$ cat config.mk
export PLATFORM = sky130hd
export DESIGN_NAME = regwb_bypass
export DESIGN_NICKNAME = d
export VERILOG_FILES = /design/src/rtl/regwb_pkg.sv /design/src/rtl/regwb_decode.sv /design/src/rtl/regwb_step.sv /design/src/rtl/regwb_bypass.sv
export SDC_FILE = /design/constraint.sdc
export NUM_CORES = 1
export LEC_CHECK = 0
export CAP_MARGIN = 20
export CORE_ASPECT_RATIO = 1.2
export CORE_MARGIN = 3
export CORE_UTILIZATION = 48
export DETAILED_ROUTE_END_ITERATION = 7
export PLACE_DENSITY = 0.76
export SLEW_MARGIN = 10
export SYNTH_ARGS = -nofsm -noshare
export SYNTH_HDL_FRONTEND = slang
export SYNTH_SLANG_ARGS = --single-unit
$ cat constraint.sdc
create_clock -name clk -period 5.3 [get_ports clk]
set_clock_uncertainty 0.1 [all_clocks]
set_input_delay 1.325 -clock clk [delete_from_list [all_inputs] [get_ports clk]]
set_output_delay 1.325 -clock clk [all_outputs]
set_load 0.02 [all_outputs]
$ cat src/rtl/regwb_pkg.sv
package regwb_pkg;

  typedef enum logic [1:0] {
    ST_DECODE   = 2'd0,
    ST_REG      = 2'd1,
    ST_CALLSAVE = 2'd2,
    ST_OTHER    = 2'd3
  } state_e;

  typedef enum logic [2:0] {
    OP_NOP  = 3'd0,
    OP_INC  = 3'd1,
    OP_DEC  = 3'd2,
    OP_XFER = 3'd3,
    OP_FSET = 3'd4,
    OP_FCLR = 3'd5,
    OP_ALU  = 3'd6,
    OP_RSVD = 3'd7
  } op_e;

  typedef enum logic [1:0] {
    STEP_ZERO = 2'd0,
    STEP_UP   = 2'd1,
    STEP_DOWN = 2'd2
  } step_e;

  localparam int SEL_W = 2;
  localparam int NREG  = 4;
  localparam logic [SEL_W-1:0] RS_A = 2'd0;
  localparam logic [SEL_W-1:0] RS_X = 2'd1;
  localparam logic [SEL_W-1:0] RS_Y = 2'd2;
  localparam logic [SEL_W-1:0] RS_S = 2'd3;

  localparam int FL_C = 0;
  localparam int FL_Z = 1;
  localparam int FL_I = 2;
  localparam int FL_D = 3;
  localparam int FL_V = 4;
  localparam int FL_N = 5;
  localparam int FL_W = 6;

  typedef struct packed {
    logic             pend;
    logic             fast;
    logic             wr_reg;
    logic             upd_zn;
    logic             flag_op;
    logic             flag_val;
    logic [1:0]       flag_sel;
    logic [SEL_W-1:0] src;
    logic [SEL_W-1:0] dst;
    step_e            step;
  } wb_ctrl_t;

  function automatic int flag_pos(input logic [1:0] sel);
    case (sel)
      2'd0:    return FL_C;
      2'd1:    return FL_I;
      2'd2:    return FL_D;
      default: return FL_V;
    endcase
  endfunction

endpackage

$ cat src/rtl/regwb_decode.sv
module regwb_decode
  import regwb_pkg::*;
(
  input  logic [2:0]       op_i,
  input  logic [SEL_W-1:0] src_i,
  input  logic [SEL_W-1:0] dst_i,
  input  logic [1:0]       fsel_i,
  output wb_ctrl_t         ctrl_o
);

  always_comb begin
    ctrl_o          = '0;
    ctrl_o.src      = src_i;
    ctrl_o.dst      = dst_i;
    ctrl_o.flag_sel = fsel_i;
    ctrl_o.step     = STEP_ZERO;
    case (op_e'(op_i))
      OP_INC, OP_DEC: begin
        ctrl_o.pend   = 1'b1;
        ctrl_o.fast   = 1'b1;
        ctrl_o.wr_reg = 1'b1;
        ctrl_o.upd_zn = 1'b1;
        ctrl_o.src    = dst_i;
        ctrl_o.step   = (op_e'(op_i) == OP_INC) ? STEP_UP : STEP_DOWN;
      end
      OP_XFER: begin
        ctrl_o.pend   = 1'b1;
        ctrl_o.fast   = 1'b1;
        ctrl_o.wr_reg = 1'b1;
        ctrl_o.upd_zn = (dst_i != RS_S);
      end
      OP_FSET, OP_FCLR: begin
        ctrl_o.pend     = 1'b1;
        ctrl_o.fast     = 1'b1;
        ctrl_o.flag_op  = 1'b1;
        ctrl_o.flag_val = (op_e'(op_i) == OP_FSET);
      end
      OP_ALU: begin
        ctrl_o.pend   = 1'b1;
        ctrl_o.wr_reg = 1'b1;
        ctrl_o.upd_zn = 1'b1;
      end
      default: ctrl_o = '0;
    endcase
  end

endmodule

$ cat src/rtl/regwb_step.sv
module regwb_step
  import regwb_pkg::*;
#(
  parameter int DATA_W = 8
) (
  input  logic [DATA_W-1:0] val_i,
  input  step_e             step_i,
  output logic [DATA_W-1:0] res_o
);

  function automatic logic [DATA_W-1:0] apply_step(input logic [DATA_W-1:0] v, input step_e s);
    case (s)
      STEP_UP:   return v + DATA_W'(1);
      STEP_DOWN: return v - DATA_W'(1);
      default:   return v;
    endcase
  endfunction

  assign res_o = apply_step(val_i, step_i);

endmodule

$ cat src/rtl/regwb_bypass.sv
module regwb_bypass
  import regwb_pkg::*;
#(
  parameter int DATA_W = 8
) (
  input  logic              clk,
  input  logic              rst_n,
  input  logic [1:0]        state_i,
  input  logic              dec_en_i,
  input  logic [2:0]        op_i,
  input  logic [1:0]        src_sel_i,
  input  logic [1:0]        dst_sel_i,
  input  logic [1:0]        flag_sel_i,
  input  logic [DATA_W-1:0] alu_res_i,
  input  logic [DATA_W-1:0] din_i,
  output logic [DATA_W-1:0] reg_a_o,
  output logic [DATA_W-1:0] reg_x_o,
  output logic [DATA_W-1:0] reg_y_o,
  output logic [DATA_W-1:0] reg_s_o,
  output logic [FL_W-1:0]   flags_o,
  output logic              fast_o
);

  localparam int FLAT_W = NREG * DATA_W;

  state_e             st;
  wb_ctrl_t           dec_c;
  wb_ctrl_t           pend_q;
  logic [DATA_W-1:0]  rf_q [NREG];
  logic [FLAT_W-1:0]  rf_flat;
  logic [FL_W-1:0]    fl_q;

  // named internal events
  logic               call_save;
  logic               wb_fire;
  logic               wb_we;
  logic [SEL_W-1:0]   wb_dst;
  logic [DATA_W-1:0]  step_in;
  logic [DATA_W-1:0]  step_out;
  logic [DATA_W-1:0]  wb_val;

  assign st = state_e'(state_i);

  regwb_decode u_dec (
    .op_i   (op_i),
    .src_i  (src_sel_i),
    .dst_i  (dst_sel_i),
    .fsel_i (flag_sel_i),
    .ctrl_o (dec_c)
  );

  assign step_in = rf_q[pend_q.src];

  regwb_step #(.DATA_W(DATA_W)) u_step (
    .val_i  (step_in),
    .step_i (pend_q.step),
    .res_o  (step_out)
  );

  assign call_save = (st == ST_CALLSAVE);
  assign wb_fire   = pend_q.pend && (st != ST_REG) && !call_save;
  // priority: call-save data, then step unit, then ALU
  assign wb_val    = call_save   ? din_i    :
                     pend_q.fast ? step_out : alu_res_i;
  assign wb_dst    = call_save ? dst_sel_i : pend_q.dst;
  assign wb_we     = call_save || (wb_fire && pend_q.wr_reg);

  always_ff @(posedge clk or negedge rst_n) begin
    if (!rst_n)              pend_q <= '0;
    else if (dec_en_i)       pend_q <= dec_c;
    else if (st != ST_REG)   pend_q <= '0;
  end

  for (genvar g = 0; g < NREG; g++) begin : g_rf
    always_ff @(posedge clk or negedge rst_n) begin
      if (!rst_n)                                rf_q[g] <= (g == int'(RS_S)) ? '1 : '0;
      else if (wb_we && (wb_dst == SEL_W'(g)))   rf_q[g] <= wb_val;
    end
    assign rf_flat[g*DATA_W +: DATA_W] = rf_q[g];
  end

  always_ff @(posedge clk or negedge rst_n) begin
    if (!rst_n) begin
      fl_q       <= '0;
      fl_q[FL_I] <= 1'b1;
    end else if (wb_fire) begin
      if (pend_q.upd_zn) begin
        fl_q[FL_Z] <= (wb_val == '0);
        fl_q[FL_N] <= wb_val[DATA_W-1];
      end
      if (pend_q.flag_op) fl_q[flag_pos(pend_q.flag_sel)] <= pend_q.flag_val;
    end
  end

  assign reg_a_o = rf_q[RS_A];
  assign reg_x_o = rf_q[RS_X];
  assign reg_y_o = rf_q[RS_Y];
  assign reg_s_o = rf_q[RS_S];
  assign flags_o = fl_q;
  assign fast_o  = pend_q.fast;

  // ---------------- assertions ----------------
  assert_fast_no_reg_R3: assert property (@(posedge clk) disable iff (!rst_n)
    pend_q.fast |-> (st != ST_REG));

  assert_inc_wrap_R4: assert property (@(posedge clk) disable iff (!rst_n)
    (wb_fire && pend_q.fast && pend_q.step == STEP_UP) |=>
      rf_q[$past(pend_q.dst)] == $past(step_in) + DATA_W'(1));

  assert_dec_wrap_R4: assert property (@(posedge clk) disable iff (!rst_n)
    (wb_fire && pend_q.fast && pend_q.step == STEP_DOWN) |=>
      rf_q[$past(pend_q.dst)] == $past(step_in) - DATA_W'(1));

  assert_xfer_copy_R5: assert property (@(posedge clk) disable iff (!rst_n)
    (wb_fire && pend_q.fast && pend_q.wr_reg && pend_q.step == STEP_ZERO) |=>
      rf_q[$past(pend_q.dst)] == $past(rf_q[pend_q.src]));

  assert_reg_hold_R6: assert property (@(posedge clk) disable iff (!rst_n)
    (st == ST_REG) |=> $stable(rf_flat));

  assert_zn_track_R7: assert property (@(posedge clk) disable iff (!rst_n)
    (wb_fire && pend_q.upd_zn) |=>
      (fl_q[FL_Z] == ($past(wb_val) == '0)) && (fl_q[FL_N] == $past(wb_val[DATA_W-1])));

  assert_s_xfer_flags_R8: assert property (@(posedge clk) disable iff (!rst_n)
    (wb_fire && pend_q.wr_reg && !pend_q.upd_zn) |=> $stable(fl_q));

  assert_flag_op_regs_R9: assert property (@(posedge clk) disable iff (!rst_n)
    (wb_fire && pend_q.flag_op) |=>
      $stable(rf_flat) && $stable(fl_q[FL_Z]) && $stable(fl_q[FL_N]));

  assert_callsave_R10: assert property (@(posedge clk) disable iff (!rst_n)
    call_save |=> (rf_q[$past(dst_sel_i)] == $past(din_i)) && $stable(fl_q));

endmodule

# After elaboration in Yosys (flattened, before gate mapping)
# Index checks and enable logic that the tools add are counted.
[classes]
n_shift = 0
add_sub_neg = 2
n_eq_ne = 16
n_mux = 29
div = 0
multipliers = 0
reduce_logical = 21
n_lt_le_gt_ge = 3
bitwise_logic = 1
[ops]
columns = ["cell", "count"]
rows = [
  ["$mux 32", 2],
  ["$ge 32x1->1 const B", 1],
  ["$lt 32x5->1 const B", 1],
  ["$mux 8", 4],
  ["$mux 14", 2],
  ["$bmux 8 s2", 1],
  ["$pmux 8 s2", 1],
  ["$mux 2", 6],
  ["$eq 2x2->1 const B", 5],
  ["$eq 3x3->1 const B", 3],
  ["$pmux 3 s3", 1],
  ["$add 8x1->8 const B", 1],
  ["$logic_and 1x1->1", 8],
  ["$logic_not 8->1", 1],
  ["$pmux 2 s2", 2],
  ["$sub 8x1->8 const B", 1],
  ["$mux 1", 7],
  ["$bwmux 6", 1],
  ["$eq 2x1->1 const B", 3],
  ["$eq 3x2->1 const B", 2],
  ["$mux 6", 1],
  ["$reduce_or 6->1", 1],
  ["$reduce_or 5->1", 1],
  ["$logic_not 2->1", 2],
  ["other kinds (13)", 14],
]
[totals]
mem_count = 0
rom_bits = 0
ramBits = 0
regBits = 52
latchBits = 0
inputBits = 30
word_cells = 88
out_inout_bits = 39

# Logic depth before layout (Yosys ltp)
# Gate-level depths: netlist (run 1).
[logic_depth]
depth_word = 13
mapped_depth = 13
ltp_nobuf = 12

# Hierarchy
# Synthesis (run 1) repeated with hierarchy kept, for this count alone.
[hier_totals]
hier_cells = 285
area_unflattened_um2 = 3367.0
[by_module_without_submodules]
columns = ["module", "area_per_inst_um2", "seq_area_each_um2", "n_inst", "cells_per_inst"]
rows = [
  ["regwb_bypass", 2463.6, 1312.5, 1, 163],
  ["regwb_step", 676.9, 0.0, 1, 91],
  ["regwb_decode", 226.5, 0.0, 1, 31],
]

# Worst setup path after synthesis (run 1)
# No wires, ideal clock.
[synth_timing]
kind = "reg2reg"
startpoint = "register pend_q[4] in the netlist's numbering"
endpoint = "register fl_q[1], in the netlist flags_o[1]"
setup_time_ns = 0.103
t_required_ns = 5.097
period_less_slack_ns = 3.180
path_stages_with_launch = 12
path_slack_ns = 2.120
path_buffers = 1
t_arrival_ns = 2.977
path_cell_list = "dfrtp_1 > buf_6 > mux4_2 > xnor2_1 > ha_1 > a21oi_4 > xor2_1 > a21oi_1 > a21o_1 > or4_1 > or3_1 > o41ai_2"
[synth_between]
elab_chain_cells = 13
word_cells_on_any_way = 14
classes_between = "add/sub: 2; mux: 10; bitwise: 1; reduce/logical: 1"
[synth_rtl]
columns = ["item", "line", "source"]
rows = [
  ["from (decl)", "regwb_bypass.sv:28", "wb_ctrl_t pend_q;"],
  ["from (signal assigned)", "regwb_bypass.sv:69", "if (!rst_n) pend_q <= '0;"],
  ["from (signal assigned)", "regwb_bypass.sv:70", "else if (dec_en_i) pend_q <= dec_c;"],
  ["from (signal assigned)", "regwb_bypass.sv:71", "else if (st != ST_REG) pend_q <= '0;"],
  ["$not 2->3 (not written as such) *", "regwb_bypass.sv:52", "assign step_in = rf_q[pend_q.src];"],
  ["$bmux 8 s2 *", "regwb_bypass.sv:52", ""],
  ["$mux 8 (not written as such) * (2 in series)", "regwb_bypass.sv:52", ""],
  ["$sub 8x1->8 / $add 8x1->8 (equally long branches)", "regwb_step.sv:14, regwb_step.sv:13", ""],
  ["$pmux 8 s2 *", "regwb_step.sv:12", "case (s)"],
  ["$mux 8 *", "regwb_bypass.sv:64", "pend_q.fast ? step_out : alu_res_i;"],
  ["$mux 8 *", "regwb_bypass.sv:63", "assign wb_val = call_save ? din_i :"],
  ["$logic_not 8->1 *", "regwb_bypass.sv:88", "fl_q[FL_Z] <= (wb_val == '0);"],
  ["$mux 1 *", "regwb_bypass.sv:87", "if (pend_q.upd_zn) begin"],
  ["$mux 1 *", "regwb_bypass.sv:86", "end else if (wb_fire) begin"],
  ["$bwmux 6", "regwb_bypass.sv:91", "if (pend_q.flag_op) fl_q[flag_pos(pend_q.flag_sel)] <= pend_q.flag_val;"],
  ["$mux 6 *", "regwb_bypass.sv:91", ""],
  ["to (signal, indexed assignment)", "regwb_bypass.sv:88", ""],
  ["to (signal, indexed assignment)", "regwb_bypass.sv:89", "fl_q[FL_N] <= wb_val[DATA_W-1];"],
  ["to (signal, indexed assignment)", "regwb_bypass.sv:91", ""],
  ["to (decl)", "regwb_bypass.sv:31", "logic [FL_W-1:0] fl_q;"],
]
# Mark *: on every way between the ends. The rest lies on a longest branch, timed or not. The select of a mux whose other input is x is not followed.
# A chain may end at the register's enable or synchronous reset.

# Worst setup path in the final report (run 1)
[layout_timing]
startpoint = "register pend_q[4] in the netlist's numbering"
endpoint = "register fl_q[5], in the netlist flags_o[5]"
[layout_between]
elab_chain_cells = 12
word_cells_on_any_way = 13
classes_between = "add/sub: 2; mux: 10; bitwise: 1"
[layout_rtl]
columns = ["item", "line"]
rows = [
  ["$not 2->3 (not written as such) *", "regwb_bypass.sv:52"],
  ["$bmux 8 s2 *", "regwb_bypass.sv:52"],
  ["$mux 8 (not written as such) * (2 in series)", "regwb_bypass.sv:52"],
  ["$sub 8x1->8 / $add 8x1->8 (equally long branches)", "regwb_step.sv:14, regwb_step.sv:13"],
  ["$pmux 8 s2 *", "regwb_step.sv:12"],
  ["$mux 8 *", "regwb_bypass.sv:64"],
  ["$mux 8 *", "regwb_bypass.sv:63"],
  ["$mux 1 *", "regwb_bypass.sv:87"],
  ["$mux 1 *", "regwb_bypass.sv:86"],
  ["$bwmux 6", "regwb_bypass.sv:91"],
  ["$mux 6 *", "regwb_bypass.sv:91"],
]
# Marked as above.

==> impl_metrics.yaml, run 1 <==
status:
  status: "finished clean"
setup_path:
  worst_path_largest_cell_delay_ps: 780
  required_ps: 5450
  critPathMaxFanout: 11
  r2r_cells: 9
  critPathSlowestCell: "mux4_1"
  crit_path_start_kind: "flop"
  crit_type: "flop to flop"
  critPathCaptureType: "flop"
  arrival_ps: 3910
  crit_chain: "mux4_1 -> ha_1 -> a31oi_1 -> nand3_1 -> o211a_1 -> a211oi_2 -> mux2_1 -> a22oi_2 -> mux2_2"
floorplanning:
  num_rows: 31
  die_h_um: 94.2
  initial_core_util_pct: 50.5
  core_area_um2: 6170
  pin_count: 69
  dieArea_um2: 7490
  die_w_um: 79.5
global_routing:
  grt_pass1_vias: 2604
  grt_start_max_net_pins: 53
  antenna_found_initial: 0
  gr-total-overflow: 0
  grt_pass1_wl_um: 13100
  track_usage_pct: 22.3
place:
  place_hpwl_um: 5910
  gp_congestion: 0.894
  portBuffers: 68
  dp_cells: 429
  place_ws_ps: 1360
route:
  routed_wl_um: 7910
  final_antenna_net_count: 0
  drtIter0Drc: 181
  via_per_inst: 5.95
  dr.pass1.iters: 4
  wire_per_inst_um: 18.1
  num_vias: 2601
  drc: 0
synth:
  synth_fp_nets: 327
  yosysSeqAreaShare_pct: 42.2
  ys_top_cells_by_area: "dfrtp_1, mux2_2, dfstp_2, mux4_1, nand2_1"
  postSynth.asyncResetShare_pct: 100
  synth_top_flop_cell: "dfrtp_1"
  synth.largest_area_cell: "dfrtp_1"
  netlist_area_um2: 3110
  ys_warn_count: 0
  netlist.area_leader.share_pct: 34.6
  ys_ff_latch: 52
  synthCells: 292
  synth_common_cells: "dfrtp_1, mux2_2, nand2_1, a21oi_1, o21ai_0"
  syn_area_per_cell_um2: 10.7
  synth_most_common_cell: "dfrtp_1"
  yosysUniqueCellTypes: 55
  synth_edf_count: 0
sta:
  final-max-slew-violation-count: 0
  setup_viol: 0
  timing.final.crit_period_ps: 3760
  rsz0062_at_grt: "no"
  max_freq_mhz: 266
  post-route-period-util_pct: 71.0
  slew_headroom_pct: 33.3
  fin_setup_tns_ps: 0
  worst_pin_slew_ps: 996
  setup_slack_ps: 1540
  finalHoldViolations: 0
clock_tree:
  cts_hold_buf: 0
  cts_tree: "yes"
  numCtsBuffers: 5
  cts_setup_buffers: 0
  root_buffer: "clkbuf_8"
  cts_resized: 0
  ctsLongestPathBuffers: 2
  clkLatencyLatePin_ps: 310
  numClockSinks: 52
  cts.clk_slew.worst_paths_ps: 100
  ctsHtreeMaxLevel: 2
final_layout:
  post-route-util_pct: 63.7
  fin_cells: 437
  drive_gt1_share_pct: 19.4
  n_antenna_cell: 0
  syn2layout_area_growth_pct: 26.2
  nets: 389
pwr:
  power.density_nw_per_um2: 406
  peakVddDrop_mv: 0.256
  p_leak_uw: 0.00164
  fin_total_pwr_uw: 1600
min_path:
  min_path_cells: 1
  hold_class: "flop to flop"
job:
  max_cap_violations: 0
## worst max-delay path: cells and delay by family, from the launching register on
family,cells,cell delay (ps)
AO/OA/AOI/OAI,4,990
adder cells (fa/ha/maj),1,380
flip-flops,1,690
multiplexers,3,1360
AND/OR/NAND/NOR,1,180
## state kept, by name (all words and copies together) (netlist names), named ones only
name,flops
flags_o,2
reg_x_o,8
reg_s_o,8
reg_a_o,8
reg_y_o,8
fast_o,1
pend_q,13
## cell families (layout without fill, tap and decap cells)
logic type	after synthesis	count (layout)	synth area share, %
XOR/XNOR	5	5	1.41
adder cells (fa/ha/maj)	5	5	2.01
flip-flops	52	52	42.2
AND/OR/NAND/NOR	83	83	13.0
multiplexers	49	49	21.0
AO/OA/AOI/OAI	78	78	17.7
buffers and inverters	20	83	2.69
## cell usage in the layout (no fill, tap or decap), types with 5 or more instances in the layout
master and instances:
clkdlybuf4s50_1 67, dfrtp_1 43, mux2_2 37, nand2_1 28, a21oi_1 19, o21ai_0 16, nor2_1 15, nand3_1 9
dfstp_2 9, inv_1 6, and3_1 6, a22o_1 6, a21o_1 6, ha_1 5, clkbuf_8 5
## final timing paths
| check | start | to | slack (ps) |
|---|---|---|---|
| setup / recovery | pend_q[4]$_DFFE_PN0P_ | flags_o[5]$_DFFE_PN0P_ | 1540 |
| hold / removal | pend_q[10]$_DFFE_PN0P_ | pend_q[10]$_DFFE_PN0P_ | 390 |
| setup reg to reg | pend_q[4]$_DFFE_PN0P_ | flags_o[5]$_DFFE_PN0P_ | 1540 |
| hold reg to reg | pend_q[10]$_DFFE_PN0P_ | pend_q[10]$_DFFE_PN0P_ | 390 |
| max in group asynchronous | rst_n | async pin | 3640 |
| min in group asynchronous | rst_n | reg_a_o[5]$_DFFE_PN0P_ | 1010 |
## per-stage QoR
step                instance area, µm²  hold slack, ps
finish                            3930             393
detailed placement                3840             376
CTS                               3930             397
floorplan                         3110             349
global route                      3930             420
global placement                  3840             362
## where the power goes
group          internal, µW  switching [µW]  leakage, µW
clock network          95.0             139    0.0000485
logic                   371             368     0.000956
registers               521             103     0.000634
## metal layers
layer	track usage [%]	wire [µm]
met2	36.1	3870
met3	3.36	396
met1	30.9	3540
met4	6.73	100
met5	0	0
## cell type report
type | count | area [µm²]
fillers | 497 | 2240
repair buffers | 69 | 683
inverters | 6 | 22.5
flip-flops and latches | 52 | 1310
clock inverters | 3 | 22.5
well taps | 82 | 103
multi-input cells | 220 | 1720
clock buffers | 5 | 68.8
No activity file was read; power rests on OpenSTA's default activity.
==> inputs of run 2 (changes only) <==
Settings changed: CORE_UTILIZATION 48 to 46.
Clock period 5.3 ns to 3.3 ns, I/O delays scaled along.
==> run 2 against run 1 <==
Effect of this change: flip-flop and latch count is the same; final cell count grew 7.1%; clock-buffer cell count grew 1; largest power group unchanged; critical path depth grew 1; clock power grew 90%; sequential share of layout area shrank 2.0 points; global-route usage grew 0.70 points; sequential power grew 60%.
==> impl_metrics.yaml, run 2 (same netlist as run 1, synthesis figures left out) <==
clock_tree:
  ctsHtreeMaxLevel: 2
  root_buffer: "clkbuf_8"
  clkLatencyLatePin_ps: 300
  cts_setup_buffers: 0
  cts_hold_buf: 0
  ctsLongestPathBuffers: 2
  cts.clk_slew.worst_paths_ps: 100
  numClockSinks: 52
  cts_tree: "yes"
  numCtsBuffers: 5
job:
  max_cap_violations: 0
route:
  drtIter0Drc: 203
  drc: 0
  num_vias: 2768
  dr.pass1.iters: 4
  wire_per_inst_um: 18.5
  via_per_inst: 5.91
  final_antenna_net_count: 0
  routed_wl_um: 8660
final_layout:
  top_register: "pend_q"
  n_antenna_cell: 0
  final_area_um2: 4180
  drive_gt1_share_pct: 27.2
  nFillCells: 537
  final_cell_mix: "clkdlybuf4s50_1, dfrtp_1, mux2_2"
  layout_commonest_cell: "clkdlybuf4s50_1"
  syn2layout_area_growth_pct: 34.4
  largest_reg_flops: 13
  nets: 417
setup_path:
  critPathMaxFanout: 6
  crit_type: "flop to flop"
  crit_path_start_kind: "flop"
  r2r_start: "pend_q[4]$_DFFE_PN0P_"
  cp-startpoint: "pend_q[4]$_DFFE_PN0P_"
  critPathCaptureType: "flop"
  required_ps: 3440
  arrival_ps: 3330
sta:
  slew_headroom_pct: 39.6
  timing.final.crit_period_ps: 3190
  rsz0062_at_grt: "yes"
  setup_slack_ps: 115
  final-max-slew-violation-count: 0
  finalHoldViolations: 0
  setup_viol: 0
  worst_pin_slew_ps: 903
  post-route-period-util_pct: 96.5
  max_freq_mhz: 314
floorplanning:
  core_area_um2: 6490
  die_w_um: 81.1
  die_h_um: 96.1
  dieArea_um2: 7790
  initial_core_util_pct: 48.0
  num_rows: 32
  pin_count: 69
place:
  portBuffers: 68
  gp_congestion: 0.899
  placed_cell_area_um2: 4050
  place_ws_ps: -0.219
  place_hpwl_um: 6580
global_routing:
  grt_start_max_net_pins: 26
  antenna_found_initial: 0
  grt_pass1_wl_um: 13800
  gr-total-overflow: 0
  track_usage_pct: 23.0
  grt_pass1_vias: 2776
pwr:
  p_leak_uw: 0.00178
  power.density_nw_per_um2: 657
  peakVddDrop_mv: 0.451
min_path:
  hold_class: "input pin to async pin"
status:
  status: "finished clean"
-- run 2: report_power, final --
part           internal, µW  leakage (µW)  switching, µW
Sequential              838      0.000632            165
Clock                   230     0.0000558            215
Combinational           673       0.00109            629
Total                  1740       0.00178           1010
-- run 2: worst max-delay path: stages (launching register included) --
cell and delay (ps):
dfrtp_2 420, buf_4 150, mux4_2 540, ha_2 240
nor4_1 330, a21oi_2 80, o211a_1 130, a211oi_2 200
mux2_1 350, a22oi_2 350, mux2_2 230
-- run 2: path summary, 6_finish.rpt --
check	endpoint	slack (ps)	cells after the start
max	reg_y_o[7]$_DFFE_PN0P_	110	10
min	reg_x_o[5]$_DFFE_PN0P_	350	1
max reg2reg	reg_y_o[7]$_DFFE_PN0P_	110	10
min reg2reg	pend_q[10]$_DFFE_PN0P_	400	1
max in group asynchronous	async pin	2010	2
min in group clk	pend_q[10]$_DFFE_PN0P_	400	1
-- run 2: layout make-up --
cell class	count	area, µm²	area share [%]
well taps	85	106	2.54
flip-flops and latches	52	1310	31.4
repair buffers	97	893	21.4
inverters	6	22.5	0.538
clock buffers	6	72.6	1.73
multi-input cells	220	1740	41.5
clock inverters	2	38.8	0.927
-- run 2: routing by layer --
| metal | GRT usage, % | vias to the layer above | part of all wire (%) |
|---|---|---|---|
| li1 | - | 1283 | - |
| met1 | 32.1 | 1386 | 44 |
| met2 | 38.3 | 92 | 48 |
| met3 | 3.46 | 7 | 6.3 |
| met4 | 4.37 | 0 | 1.1 |
| met5 | 0 | - | 0 |
-- run 2: per-stage QoR --
stage	std cells	setup TNS (ps)	power, µW	hold WS [ps]	utilization [%]
finish	468	0	2750	353	64.5
global placement	460	0	2260	367	62.5
CTS	468	0	2740	362	64.2
floorplan	292	0	1670	349	-
global route	468	-3.75	2900	361	64.5
detailed placement	460	-0.219	2290	380	62.5
-- run 2: timing repair --
action | 4_1_cts | 5_1_grt
gates resized for setup | 0 | 9
pin swaps | 1 | 1
endpoints found under the setup margin | 3 | 12
==> inputs of run 3 (changes only) <==
Settings changed: PLACE_DENSITY 0.76 to 0.88.
==> run 3 against run 2 <==
Effect of this change: utilization is 0.17 points lower; sequential power hardly changed; flip-flop and latch count stayed put; clock power hardly changed; first-iteration DRC count is 100% higher; combinational power hardly changed; power is 0.37% lower; setup slack worse by 3.9 ps; die area stayed put; critical path type unchanged; largest cell class unchanged.
==> impl_metrics.yaml, run 3 (same netlist as run 1, synthesis figures left out) <==
job:
  max_cap_violations: 0
route:
  dr_wl_met3_um: 512
  drc: 0
  via_per_inst: 5.99
  dr.pass1.iters: 5
  drtIter0Drc: 409
  topRoutingLayerUsed: "met4"
  num_vias: 2801
  final_antenna_net_count: 0
  wl_met1_um: 3620
  wl_met2_um: 4190
  routed_wl_um: 8520
  wire_per_inst_um: 18.2
setup_path:
  r2r-end: "flags_o[1]$_DFFE_PN0P_"
  critPathMaxFanout: 5
  ff2ff_setup_slack_ps: 110
  cp-startpoint: "pend_q[4]$_DFFE_PN0P_"
  critPathCaptureType: "flop"
  crit_path_start_kind: "flop"
  required_ps: 3410
  r2r_cells: 10
  critPathCapture: "flags_o[1]$_DFFE_PN0P_"
  arrival_ps: 3290
  crit_type: "flop to flop"
  r2r_start: "pend_q[4]$_DFFE_PN0P_"
sta:
  setup_viol: 0
  post-route-period-util_pct: 96.6
  setup_slack_ps: 111
  fin_setup_tns_ps: 0
  finalHoldViolations: 0
  final-max-slew-violation-count: 0
  timing.final.crit_period_ps: 3190
  slew_headroom_pct: 58.4
  max_freq_mhz: 314
  worst_pin_slew_ps: 625
min_path:
  hold_class: "flop to flop"
floorplanning:
  die_h_um: 96.1
  dieArea_um2: 7790
  pin_count: 69
  core_area_um2: 6490
  die_w_um: 81.1
  initial_core_util_pct: 48.0
  num_rows: 32
global_routing:
  grt_start_max_net_pins: 53
  grt_pass1_wl_um: 13700
  track_usage_pct: 22.9
  grt_pass1_vias: 2755
  antenna_found_initial: 0
  gr-total-overflow: 0
final_layout:
  nFillCells: 522
  top_register: "pend_q"
  final_cell_mix: "clkdlybuf4s50_1, dfrtp_1, mux2_2"
  n_antenna_cell: 0
  post-route-util_pct: 64.3
  syn2layout_area_growth_pct: 34.0
  nets: 417
  final_area_um2: 4170
  drive_gt1_share_pct: 26.4
  largest_reg_flops: 13
  layout_commonest_cell: "clkdlybuf4s50_1"
place:
  placed_cell_area_um2: 4030
  place_ws_ps: -15.9
  place_hpwl_um: 6470
  portBuffers: 68
  gp_congestion: 0.954
pwr:
  power.density_nw_per_um2: 657
  peakVddDrop_mv: 0.479
  p_leak_uw: 0.00178
status:
  status: "finished clean"
clock_tree:
  ctsLongestPathBuffers: 2
  root_buffer: "clkbuf_8"
  numCtsBuffers: 5
  clkLatencyLatePin_ps: 300
  ctsHtreeMaxLevel: 2
  numClockSinks: 52
  cts_hold_buf: 0
  cts_tree: "yes"
  cts.clk_slew.worst_paths_ps: 90
-- run 3: cell count changes in the layout (fill, tap and decap cells not counted) --
cell and change:
a211oi_1 +1, a211oi_2 -1, a21oi_1 +1, a21oi_4 -1, clkbuf_1 -1, clkinvlp_4 +1
ha_1 +1, ha_2 -1, mux4_1 +1, mux4_2 -1, nand3_1 -1, nand3_2 +1
or3_1 +1, or3_4 -1
-- run 3: stage by stage --
stage / hold slack [ps] / power, µW / std cells
floorplan: 349 / 1670 / 292
global placement: 363 / 2240 / 457
detailed placement: 368 / 2270 / 457
CTS: 390 / 2720 / 465
global route: 415 / 2880 / 468
finish: 391 / 2740 / 468
-- run 3: area by class of cell --
| cell class | count | area (µm²) | area share (%) |
|---|---|---|---|
| multi-input combinational | 220 | 1720 | 41.3 |
| sequential | 52 | 1310 | 31.5 |
| timing repair buffer | 97 | 893 | 21.4 |
| tap | 85 | 106 | 2.55 |
| clock buffer | 5 | 68.8 | 1.65 |
| clock inverter | 3 | 46.3 | 1.11 |
| inverter | 6 | 22.5 | 0.540 |
-- run 3: timing repair --
item	in CTS	in global routing
setup endpoints to repair	5	14
cloned	0	0
gates resized for setup	0	4
pin swaps	1	2
buffers inserted	0	3
-- run 3: metal layers --
layer	global-route usage [%]	vias to the layer above
met1	32.7	1386
li1	-	1275
met2	36.1	121
met4	8.17	0
met5	0	-
met3	2.62	19
-- run 3: worst min path at each step --
stage / start / to / cells after the start
final: pend_q[10]$_DFFE_PN0P_ / pend_q[10]$_DFFE_PN0P_ / 1
after global routing: pend_q[10]$_DFFE_PN0P_ / pend_q[10]$_DFFE_PN0P_ / 1
after CTS: pend_q[10]$_DFFE_PN0P_ / pend_q[10]$_DFFE_PN0P_ / 1
after detailed placement: pend_q[10]$_DFFE_PN0P_ / pend_q[10]$_DFFE_PN0P_ / 1
after global placement: pend_q[10]$_DFFE_PN0P_ / pend_q[10]$_DFFE_PN0P_ / 1
after floorplan: pend_q[10]$_DFFE_PN0P_ / pend_q[10]$_DFFE_PN0P_ / 1
-- run 3: critical path, cell delays in order, from the launching register on --
cell	delay, ps
dfrtp_2	440
mux4_2	540
xnor2_1	140
ha_1	210
a21oi_4	140
xor2_1	160
a21oi_1	90
a21o_1	210
or4_1	510
or3_1	330
o41ai_2	210
-- run 3: power by group --
part           total [µW]  leakage [µW]  switching (µW)  internal, µW
sequential           1010      0.000632             170           838
clock                 442     0.0000548             214           229
combinational        1290       0.00109             627           664
total                2740       0.00178            1010          1730
